**config.mk**
```make
export PLATFORM = sky130hd
export DESIGN_NAME = beat_combiner_top
export DESIGN_NICKNAME = d
export VERILOG_FILES = /design/src/rtl/beat_pkg.sv /design/src/rtl/osc_sync.sv /design/src/rtl/pair_mixer.sv /design/src/rtl/out_combiner.sv /design/src/rtl/beat_combiner_top.sv
export SDC_FILE = /design/constraint.sdc
export NUM_CORES = 1
export LEC_CHECK = 0
export BUFFER_PORTS_ARGS = -buffer_cell sky130_fd_sc_hd__buf_2
export CORE_AREA = 2 2 39 41
export DETAILED_ROUTE_END_ITERATION = 16
export DIE_AREA = 0 0 41 43
export PLACE_DENSITY_LB_ADDON = 0.3
export SYNTH_ARGS = -nofsm -noshare
export SYNTH_HDL_FRONTEND = slang
export SYNTH_SLANG_ARGS = --single-unit
```
**constraint.sdc**
```tcl
create_clock -name clk -period 0.9 [get_ports clk]
set_input_delay 0.135 -clock clk [delete_from_list [all_inputs] [get_ports clk]]
set_output_delay 0.135 -clock clk [all_outputs]
set_load 0.005 [all_outputs]
```
**src/rtl/beat_pkg.sv**
```systemverilog
package beat_pkg;

  typedef enum logic {
    MIX_AND    = 1'b0,
    MIX_SAMPLE = 1'b1
  } mix_mode_e;

  typedef enum logic {
    OUT_AND  = 1'b0,
    OUT_TRI3 = 1'b1
  } out_mode_e;

  typedef struct packed {
    logic edge_src;
    logic data_src;
  } osc_pair_t;

endpackage

```
**src/rtl/osc_sync.sv**
```systemverilog
module osc_sync #(
  parameter int WIDTH  = 4,
  parameter int STAGES = 2
) (
  input  logic             clk,
  input  logic             rst,
  input  logic [WIDTH-1:0] async_in,
  output logic [WIDTH-1:0] sync_out
);

  localparam int LAST = STAGES - 1;

  for (genvar g = 0; g < WIDTH; g++) begin : g_bit
    logic [STAGES-1:0] chain_q;

    if (STAGES == 1) begin : g_single
      always_ff @(posedge clk) begin
        if (rst) chain_q <= '0;
        else     chain_q <= async_in[g];
      end
    end else begin : g_multi
      always_ff @(posedge clk) begin
        if (rst) chain_q <= '0;
        else     chain_q <= {chain_q[STAGES-2:0], async_in[g]};
      end
    end

    assign sync_out[g] = chain_q[LAST];
  end

endmodule

```
**src/rtl/pair_mixer.sv**
```systemverilog
module pair_mixer
  import beat_pkg::*;
(
  input  logic      clk,
  input  logic      rst,
  input  mix_mode_e mode,
  input  osc_pair_t osc,
  output logic      beat
);

  logic edge_prev_q;
  logic capture_q;
  logic edge_rise;
  logic and_beat;

  assign edge_rise = osc.edge_src & ~edge_prev_q;
  assign and_beat  = osc.edge_src & osc.data_src;

  always_ff @(posedge clk) begin
    if (rst) begin
      edge_prev_q <= 1'b0;
      capture_q   <= 1'b0;
    end else begin
      edge_prev_q <= osc.edge_src;
      if (edge_rise) capture_q <= osc.data_src;
    end
  end

  always_comb begin
    unique case (mode)
      MIX_AND:    beat = and_beat;
      MIX_SAMPLE: beat = capture_q;
      default:    beat = 1'b0;
    endcase
  end

endmodule

```
**src/rtl/out_combiner.sv**
```systemverilog
module out_combiner
  import beat_pkg::*;
(
  input  out_mode_e mode,
  input  logic      pitch,
  input  logic      vol,
  output logic      pad_val,
  output logic      pad_oe
);

  logic agree;

  assign agree = ~(pitch ^ vol);

  always_comb begin
    pad_val = pitch & vol;
    pad_oe  = 1'b1;
    unique case (mode)
      OUT_AND:  pad_oe = 1'b1;
      OUT_TRI3: pad_oe = agree;
      default:  pad_oe = 1'b1;
    endcase
  end

endmodule

```
**src/rtl/beat_combiner_top.sv**
```systemverilog
module beat_combiner_top
  import beat_pkg::*;
#(
  parameter int SYNC_STAGES = 2
) (
  input  logic clk,
  input  logic rst,
  input  logic pitch_osc_a,
  input  logic pitch_osc_b,
  input  logic vol_osc_a,
  input  logic vol_osc_b,
  input  logic pitch_sw,
  input  logic vol_sw,
  input  logic out_sw,
  output logic pitch_beat,
  output logic vol_beat,
  output logic pad_val,
  output logic pad_oe
);

  localparam int NUM_PAIRS = 2;
  localparam int NUM_OSC   = 2 * NUM_PAIRS;

  logic [NUM_OSC-1:0]   osc_raw;
  logic [NUM_OSC-1:0]   osc_sync_w;
  logic [NUM_PAIRS-1:0] mode_bits;
  logic [NUM_PAIRS-1:0] beats;

  assign osc_raw   = {vol_osc_b, vol_osc_a, pitch_osc_b, pitch_osc_a};
  assign mode_bits = {vol_sw, pitch_sw};

  osc_sync #(
    .WIDTH  (NUM_OSC),
    .STAGES (SYNC_STAGES)
  ) u_sync (
    .clk      (clk),
    .rst      (rst),
    .async_in (osc_raw),
    .sync_out (osc_sync_w)
  );

  for (genvar p = 0; p < NUM_PAIRS; p++) begin : g_pair
    osc_pair_t pair_in;
    assign pair_in.edge_src = osc_sync_w[2*p];
    assign pair_in.data_src = osc_sync_w[2*p+1];

    pair_mixer u_mix (
      .clk  (clk),
      .rst  (rst),
      .mode (mix_mode_e'(mode_bits[p])),
      .osc  (pair_in),
      .beat (beats[p])
    );
  end

  assign pitch_beat = beats[0];
  assign vol_beat   = beats[1];

  out_combiner u_out (
    .mode    (out_mode_e'(out_sw)),
    .pitch   (beats[0]),
    .vol     (beats[1]),
    .pad_val (pad_val),
    .pad_oe  (pad_oe)
  );

endmodule

```
==> results.cfg, run 1 <==
[status]
outcome = finished, violations left
violations = negative setup slack

[drt]
avgRoutedWirePerCell_um = 8.28
vias_per_cell = 4.21
ant_nets = 0
dr.first_iter.drc_count = 3
drc = 0
first_pass_iters = 2
vias = 303
routed_wirelength_um = 596

[pwr]
p_seq_share_pct = 54.0
irDropWorstVdd_v = 0.00103
internal_power_mw = 0.837
power.net_switching_mw = 0.199
pwr-share-clk_pct = 39.6
combPwrFrac_pct = 6.4
power_leakage_nw = 0.252
powerDensity_nw_per_um2 = 1780
p_sw_share_pct = 19.2

[sta]
tns_ns = -0.995
fin_crit_sh_pct = 147
relSlewSlack_pct = 91.2
worst_slew_pin_slew_ns = 0.132
fin_ws_ns = -0.422
finClkSkew_ns = 0.00216
clock.fmax_mhz = 756
min_period_ns = 1.32
rsz0062_at_grt = true
finalHoldViolCount = 0
setup_viol = 4
finalMaxSlewViolations = 0

[yosys]
syn_avg_cell_area_um2 = 11.4
synthCells = 39
ys_types = 10
yosys_warnings = 0
syn_nets = 49
synth_seq_cells = 12
synth-seq-area-share_pct = 53.9
syn_area_um2 = 445

[clocking]
clkLatencyLatePin_ns = 0.26
cts_tree = done
htreeDepth = 1
cts_sinks = 12
clockBufferDepth = 2
clk_pin_slew_ns = 0.07
cts-root-buf = clkbuf_4
cts-buffers-inserted = 3

[global_routing]
grt_pass1_vias = 298
grt_max_degree = 9
grt_pass1_wl_mm = 1.06
grt_usage_pct = 8.90
grt-ovfl-total = 0
antenna_found_initial = 0

[setup_path]
slowest_stage = dfxtp_2
cp_top_family = flip-flops
path_buf_inv = 1
required_ns = 0.76
worst_setup_path_start_kind = register
crit_chain = nand2_2, o21ai_2, ha_1, nand2_1, buf_2
path_max_fanout = 4
endpoint_kind = output port
crit_path_max_incr_delay_ns = 0.35
worstPathArrival_ns = 1.19
worstSetupPathType = reg2out

[layout]
area_growth_pct = 30.6
final.fill_count = 148
nNetsFinal = 67
layout-drive-gt1-share_pct = 66.1
layout_common_cells = buf_2 (12), nor2b_2 (10), dfxtp_1 (9)
antenna_cells = 0
final_common_cell = buf_2

[placed_design]
numPortBuffers = 12
pre_cts_ws_ns = -0.180
dp_hpwl_um = 427
gp_congestion = 0.577

[floorplanning]
die-area_um2 = 1760
fp.dieW_um = 41
io_pins = 13
rows = 14
start_util_pct = 32.2
fp.coreArea_um2 = 1380
dieHeight_um = 43

[hold_path]
hold_path_class = in2reg

[job]
maxCapViolations = 0
[sequential cells by signal (all words and copies together), names as in the netlist]
| register | flops |
|---|---|
| u_sync.g_bit.chain_q | 8 |
| g_pair.u_mix.edge_prev_q | 2 |
| g_pair.u_mix.capture_q | 2 |
[final timing paths]
check | start | end | slack, ns | cells after the start
min reg2reg | u_sync.g_bit[0].chain_q[0] | u_sync.g_bit[0].chain_q[1] | 0.44 | 1
min | pitch_osc_a | u_sync.g_bit[0].chain_q[0] | 0.07 | 2
max | u_sync.g_bit[0].chain_q[1] | pad_oe | -0.42 | 5
max reg2reg | u_sync.g_bit[2].chain_q[1] | g_pair[1].u_mix.capture_q | 0.14 | 3
[timing repair]
action,in CTS,in global routing
resized for setup,5,0
setup endpoints to repair,4,4
hold buffers,0,0
endpoints found under the hold margin,0,0
setup buffers,1,0
[metrics by stage]
| stage | util [%] | area (um2) | power [mW] | hold WS [ns] | instances |
|---|---|---|---|---|---|
| 2_1_floorplan | - | 453 | 0.609 | 0.264 | 39 |
| 3_3_place_gp | 38.2 | 529 | 0.633 | 0.344 | 67 |
| 3_5_place_dp | 38.2 | 529 | 0.634 | 0.348 | 67 |
| 4_1_cts | 42.0 | 582 | 1.06 | 0.0649 | 72 |
| 5_1_grt | 42.0 | 582 | 1.09 | 0.0706 | 72 |
| 6_report | 42.0 | 582 | 1.04 | 0.0736 | 72 |
[routing by layer]
metal / GRT usage (%) / part of all wire [%]
met5: 0 / 0
met4: 6.00 / 0
met3: 3.14 / 11
met2: 12.5 / 45
met1: 10.9 / 44
[cell usage after synthesis (all sizes together)]
cell	count	area, um2
dfxtp	12	240
nor2b	12	100
nand2	5	18.8
o21ai	4	27.5
nand2b	2	12.5
nand4bb	2	22.5
buf	1	11.3
ha	1	12.5
[power groups by stage]
stage                     Sequential [mW]  Combinational (mW)  Clock (mW)
after floorplan                     0.569              0.0408           0
after global placement              0.570              0.0634           0
after detailed placement            0.571              0.0636           0
after CTS                           0.560              0.0675       0.429
after global routing                0.563              0.0747       0.450
final                               0.560              0.0665       0.411
[kinds of logic (layout without fill, tap and decap cells)]
group / Yosys count / in the layout / synth area share [%]
buffers and inverters: 1 / 18 / 2.53
adder cells (fa/ha/maj): 1 / 1 / 2.81
AND/OR/NAND/NOR: 21 / 21 / 34.5
flip-flops: 12 / 12 / 53.9
AO/OA/AOI/OAI: 4 / 4 / 6.18
[final cells by class]
| cell class | instances | area, um2 | share of cell area [%] |
|---|---|---|---|
| multi-input cells | 26 | 206 | 35.5 |
| well taps | 16 | 20.0 | 3.44 |
| clock buffers | 4 | 36.3 | 6.24 |
| repair buffers | 14 | 75.1 | 12.9 |
| flip-flops and latches | 12 | 244 | 41.9 |
No activity file was read; power rests on OpenSTA's default activity.
==> run 2: changes to the inputs <==
--- a/constraint.sdc
+++ b/constraint.sdc
@@ -3,2 +3,2 @@
 set_output_delay 0.135 -clock clk [all_outputs]
-set_load 0.005 [all_outputs]
+set_load 0.05 [all_outputs]
==> run 2 against run 1 <==
- the run still ends with negative setup slack left
- die area unchanged
- sequential share of layout area decreased by 5.3 points
- global-route usage increased by 0.69 points
- critical endpoint unchanged
==> results.cfg, run 2 (synthesis gave the netlist of run 1 again) <==
[setup_path]
required_ns = 0.76
r2r_start = u_sync.g_bit[0].chain_q[1]
slowest_stage = dfxtp_2
crit_chain = nand2_2, o21ai_4, ha_4, nand2_8, buf_8
worst_setup_path_start_kind = register
reg2reg_depth = 3
worstSetupPathType = reg2out
path_max_fanout = 2
r2r_setup_slack_ns = 0.14
worstPathArrival_ns = 1.25
crit_path_max_incr_delay_ns = 0.34
endpoint_kind = output port
worstReg2RegEnd = g_pair[0].u_mix.capture_q

[placed_design]
dpl_cell_area_um2 = 589
numPortBuffers = 12
gp_congestion = 0.554
pre_cts_ws_ns = -0.362
dp_hpwl_um = 474
dp.cells = 68

[layout]
area_growth_pct = 50.3
nNetsFinal = 70
register_area_um2 = 245
layout_common_cells = nor2b_2 (10), buf_2 (9), dfxtp_1 (8)
layout-drive-gt1-share_pct = 72.4
final_common_cell = nor2b_2
antenna_cells = 0
fin_area_um2 = 669
largest_register_ffs = 8
final.fill_count = 139
multi_input_comb_area_um2 = 250
largestRegisters = u_sync.g_bit.chain_q: 8 flops, g_pair.u_mix.capture_q: 2 flops, g_pair.u_mix.edge_prev_q: 2 flops
top_register = u_sync.g_bit.chain_q
fin_cells = 74

[clocking]
cts_sinks = 12
cts_tree = done
clkLatencyLatePin_ns = 0.26
htreeDepth = 1
cts-root-buf = clkbuf_4
cts_hold_buf = 0
cts-buffers-inserted = 3
clockBufferDepth = 2
clk_pin_slew_ns = 0.07

[pwr]
irDropWorstVdd_v = 0.000807
powerDensity_nw_per_um2 = 1440
power_leakage_nw = 0.272
finalPower_mw = 0.962

[drt]
drc = 0
first_pass_iters = 1
dr.first_iter.drc_count = 0
ant_nets = 0
avgRoutedWirePerCell_um = 9.24
vias_per_cell = 4.42
vias = 327
routed_wirelength_um = 684

[status]
violations = negative setup slack
outcome = finished, violations left

[floorplanning]
start_util_pct = 32.2
rows = 14
fp.coreArea_um2 = 1380
dieHeight_um = 43
fp.dieW_um = 41
io_pins = 13
die-area_um2 = 1760

[hold_path]
hp-start = vol_osc_a
min_path_cells = 2
hold_end = u_sync.g_bit[2].chain_q[0]
hold_path_class = in2reg

[sta]
fin_ws_ns = -0.489
relSlewSlack_pct = 83.7
clock.fmax_mhz = 720
finClkSkew_ns = 0.00197
fin_crit_sh_pct = 154
min_period_ns = 1.39
timing.hold.ws_ns = 0.0770
rsz0062_at_grt = true
setup_viol = 4
finalMaxSlewViolations = 0
worst_slew_pin_slew_ns = 0.246
finalHoldViolCount = 0

[global_routing]
grt_pass1_vias = 272
grt_usage_pct = 9.59
grt_max_degree = 11
grt_pass1_wl_mm = 1.04
antenna_found_initial = 0
grt-ovfl-total = 0

[job]
maxCapViolations = 0
[run 2: changes by cell type in the layout (fill, tap and decap cells not counted), sizes merged]
cell | before | now
clkbuf | 4 | 3
buf | 14 | 17
[run 2: worst max-delay path, delay by kind of cell (launching register included)]
family	cells	cell delay [ns]
simple gates	2	0.11
flops	1	0.34
fa+ha+maj	1	0.24
buf+inv	1	0.13
compound gates	1	0.16
[run 2: how the worst max path moves through the flow]
| stage | from | to | slack (ns) |
|---|---|---|---|
| after global routing | u_sync.g_bit[3].chain_q[1] | pad_oe | -0.55 |
| final | u_sync.g_bit[1].chain_q[1] | pad_oe | -0.49 |
| after floorplan | u_sync.g_bit[2].chain_q[1] | pad_oe | -0.40 |
| after CTS | u_sync.g_bit[1].chain_q[1] | pad_oe | -0.50 |
| after detailed placement | u_sync.g_bit[1].chain_q[1] | pad_oe | -0.36 |
| after global placement | u_sync.g_bit[3].chain_q[1] | pad_oe | -0.34 |
[run 2: cell type report]
| class | instances | area share (%) |
|---|---|---|
| clock buffers | 3 | 3.36 |
| multi-input cells | 26 | 37.4 |
| flip-flops and latches | 12 | 36.6 |
| well taps | 16 | 2.99 |
| repair buffers | 17 | 19.6 |
[run 2: per-layer routing]
metal  share of wire, %  global-route usage (%)  routed length (um)
met3                7.9                    4.71                  54
met2                 45                    12.5                 308
met1                 44                    11.1                 299
met5                  0                       0                   0
met4                3.2                    8.00                  22
[run 2: per-stage QoR]
| step | TNS, ns | utilization (%) |
|---|---|---|
| after global placement | -0.672 | 42.6 |
| after floorplan | -0.702 | - |
| after CTS | -1.51 | 46.5 |
| after global routing | -1.74 | 48.4 |
| final | -1.49 | 48.4 |
| after detailed placement | -0.756 | 42.6 |
[run 2: power breakdown]
| part | switching [mW] | internal [mW] |
|---|---|---|
| combinational | 0.0418 | 0.0506 |
| clock | 0.155 | 0.154 |
| sequential | 0.00739 | 0.552 |
| total | 0.205 | 0.757 |
[run 2: what timing repair did]
| action | CTS | global route |
|---|---|---|
| resized for setup | 8 | 3 |
| hold endpoints to repair | 0 | 0 |
| gates cloned | 0 | 0 |
| buffers inserted | 1 | 2 |
| pin swaps | 5 | 0 |
| setup endpoints to repair | 4 | 4 |
==> run 3: changes to the inputs <==
- clock period: 0.9 -> 1.7 ns (I/O delays scaled with it)
==> run 3 against run 2 <==
- critical path depth unchanged
- highest routed layer is now met3
- the run now ends clean
- power down 49%
- register-to-register slack better by 0.86 ns
- critical endpoint unchanged
- largest cell class is now registers
- die area unchanged
- non-clock buffer count down 5
==> results.cfg, run 3 (synthesis gave the netlist of run 1 again) <==
[setup_path]
worst_setup_path_start_kind = register
required_ns = 1.44
path_max_fanout = 4
critPathLaunch = u_sync.g_bit[2].chain_q[1]
endpoint_kind = output port
r2r_start = u_sync.g_bit[0].chain_q[1]
worstSetupPathType = reg2out
worstPathArrival_ns = 1.35
reg2reg_depth = 2

[drt]
first_pass_iters = 1
drc = 0
vias_per_cell = 4.29
vias = 296
routed_wirelength_um = 613
avgRoutedWirePerCell_um = 8.88
dr.first_iter.drc_count = 0
ant_nets = 0

[placed_design]
dp_hpwl_um = 439
dp.cells = 66
numPortBuffers = 12
dpl_cell_area_um2 = 537
gp_congestion = 0.560

[global_routing]
grt-ovfl-total = 0
grt_pass1_vias = 267
antenna_found_initial = 0
grt_usage_pct = 8.09
grt_pass1_wl_um = 917
grt_max_degree = 15

[sta]
relSlewSlack_pct = 78.5
finalMaxSlewViolations = 0
finClkSkew_ns = 0.000219
timing.hold.ws_ns = 0.199
worst_slew_pin_slew_ns = 0.322
finalHoldViolCount = 0
tns_ns = 0
min_period_ns = 1.60
clock.fmax_mhz = 625
rsz0062_at_grt = false
fin_crit_sh_pct = 94.1
setup_viol = 0

[hold_path]
min_path_cells = 2
hold_path_class = in2reg
hp-start = pitch_osc_a

[layout]
area_growth_pct = 27.0
final_common_cell = dfxtp_1
layout-drive-gt1-share_pct = 54.7
antenna_cells = 0
register_area_um2 = 240
fin_area_um2 = 566
layout_common_cells = dfxtp_1 (12), buf_2 (11), nor2b_2 (10)
top_register = u_sync.g_bit.chain_q
multi_input_comb_area_um2 = 216
largest_register_ffs = 8
final.fill_count = 146
fin_cells = 69
nNetsFinal = 65
largestRegisters = u_sync.g_bit.chain_q: 8 flops, g_pair.u_mix.capture_q: 2 flops, g_pair.u_mix.edge_prev_q: 2 flops

[clocking]
htreeDepth = 1
cts-root-buf = clkbuf_4
clk_pin_slew_ns = 0.07
post_cts_buffers = 0
clkLatencyLatePin_ns = 0.26
clockBufferDepth = 2
cts_tree = done
cts_hold_buf = 0
cts-buffers-inserted = 3
cts_resized = 0
cts_sinks = 12

[pwr]
powerDensity_nw_per_um2 = 876
finalPower_mw = 0.495
irDropWorstVdd_v = 0.000396
power_leakage_nw = 0.237

[floorplanning]
dieHeight_um = 43
start_util_pct = 32.2
rows = 14
io_pins = 13
fp.dieW_um = 41
die-area_um2 = 1760
fp.coreArea_um2 = 1380

[status]
outcome = finished clean

[job]
maxCapViolations = 0
[run 3: worst paths after layout]
kind / slack [ns] / end
min: 0.20 / u_sync.g_bit[0].chain_q[0]
max reg2reg: 1.00 / g_pair[0].u_mix.capture_q
min reg2reg: 0.44 / u_sync.g_bit[2].chain_q[1]
max: 0.1 / pad_oe
[run 3: final cells by class]
cell class,instances,area share (%)
Tap cell,16,3.54
Sequential cell,12,42.5
Multi-Input combinational cell,26,38.3
Clock buffer,3,3.98
Timing Repair Buffer,12,11.7
[run 3: critical path, stage by stage (launching register included)]
cell     delay (ns)
dfxtp_1        0.36
nand2_1        0.10
o21ai_4        0.14
ha_1           0.24
nand2_1        0.08
buf_6          0.16
[run 3: metal layers]
metal	up-vias	GRT usage (%)	share of wire, %
li1	154	-	-
met5	-	0	0
met1	129	8.55	46
met3	0	4.71	9.6
met4	0	6.00	0
met2	13	11.3	45
[run 3: where the power goes]
group / switching, mW / leakage [nW] / internal, mW / total [mW]
combinational: 0.0174 / 0.125 / 0.0194 / 0.0368
sequential: 0.00392 / 0.0986 / 0.292 / 0.296
clock: 0.0813 / 0.0138 / 0.0817 / 0.163
total: 0.103 / 0.237 / 0.393 / 0.495
[run 3: metrics by stage]
| stage | setup slack (ns) | utilization, % |
|---|---|---|
| 3_5_place_dp | 0.298 | 38.8 |
| 3_3_place_gp | 0.323 | 38.8 |
| 6_report | 0.0997 | 40.9 |
| 5_1_grt | 0.00878 | 40.9 |
| 2_1_floorplan | 0.0477 | - |
| 4_1_cts | 0.0135 | 40.4 |
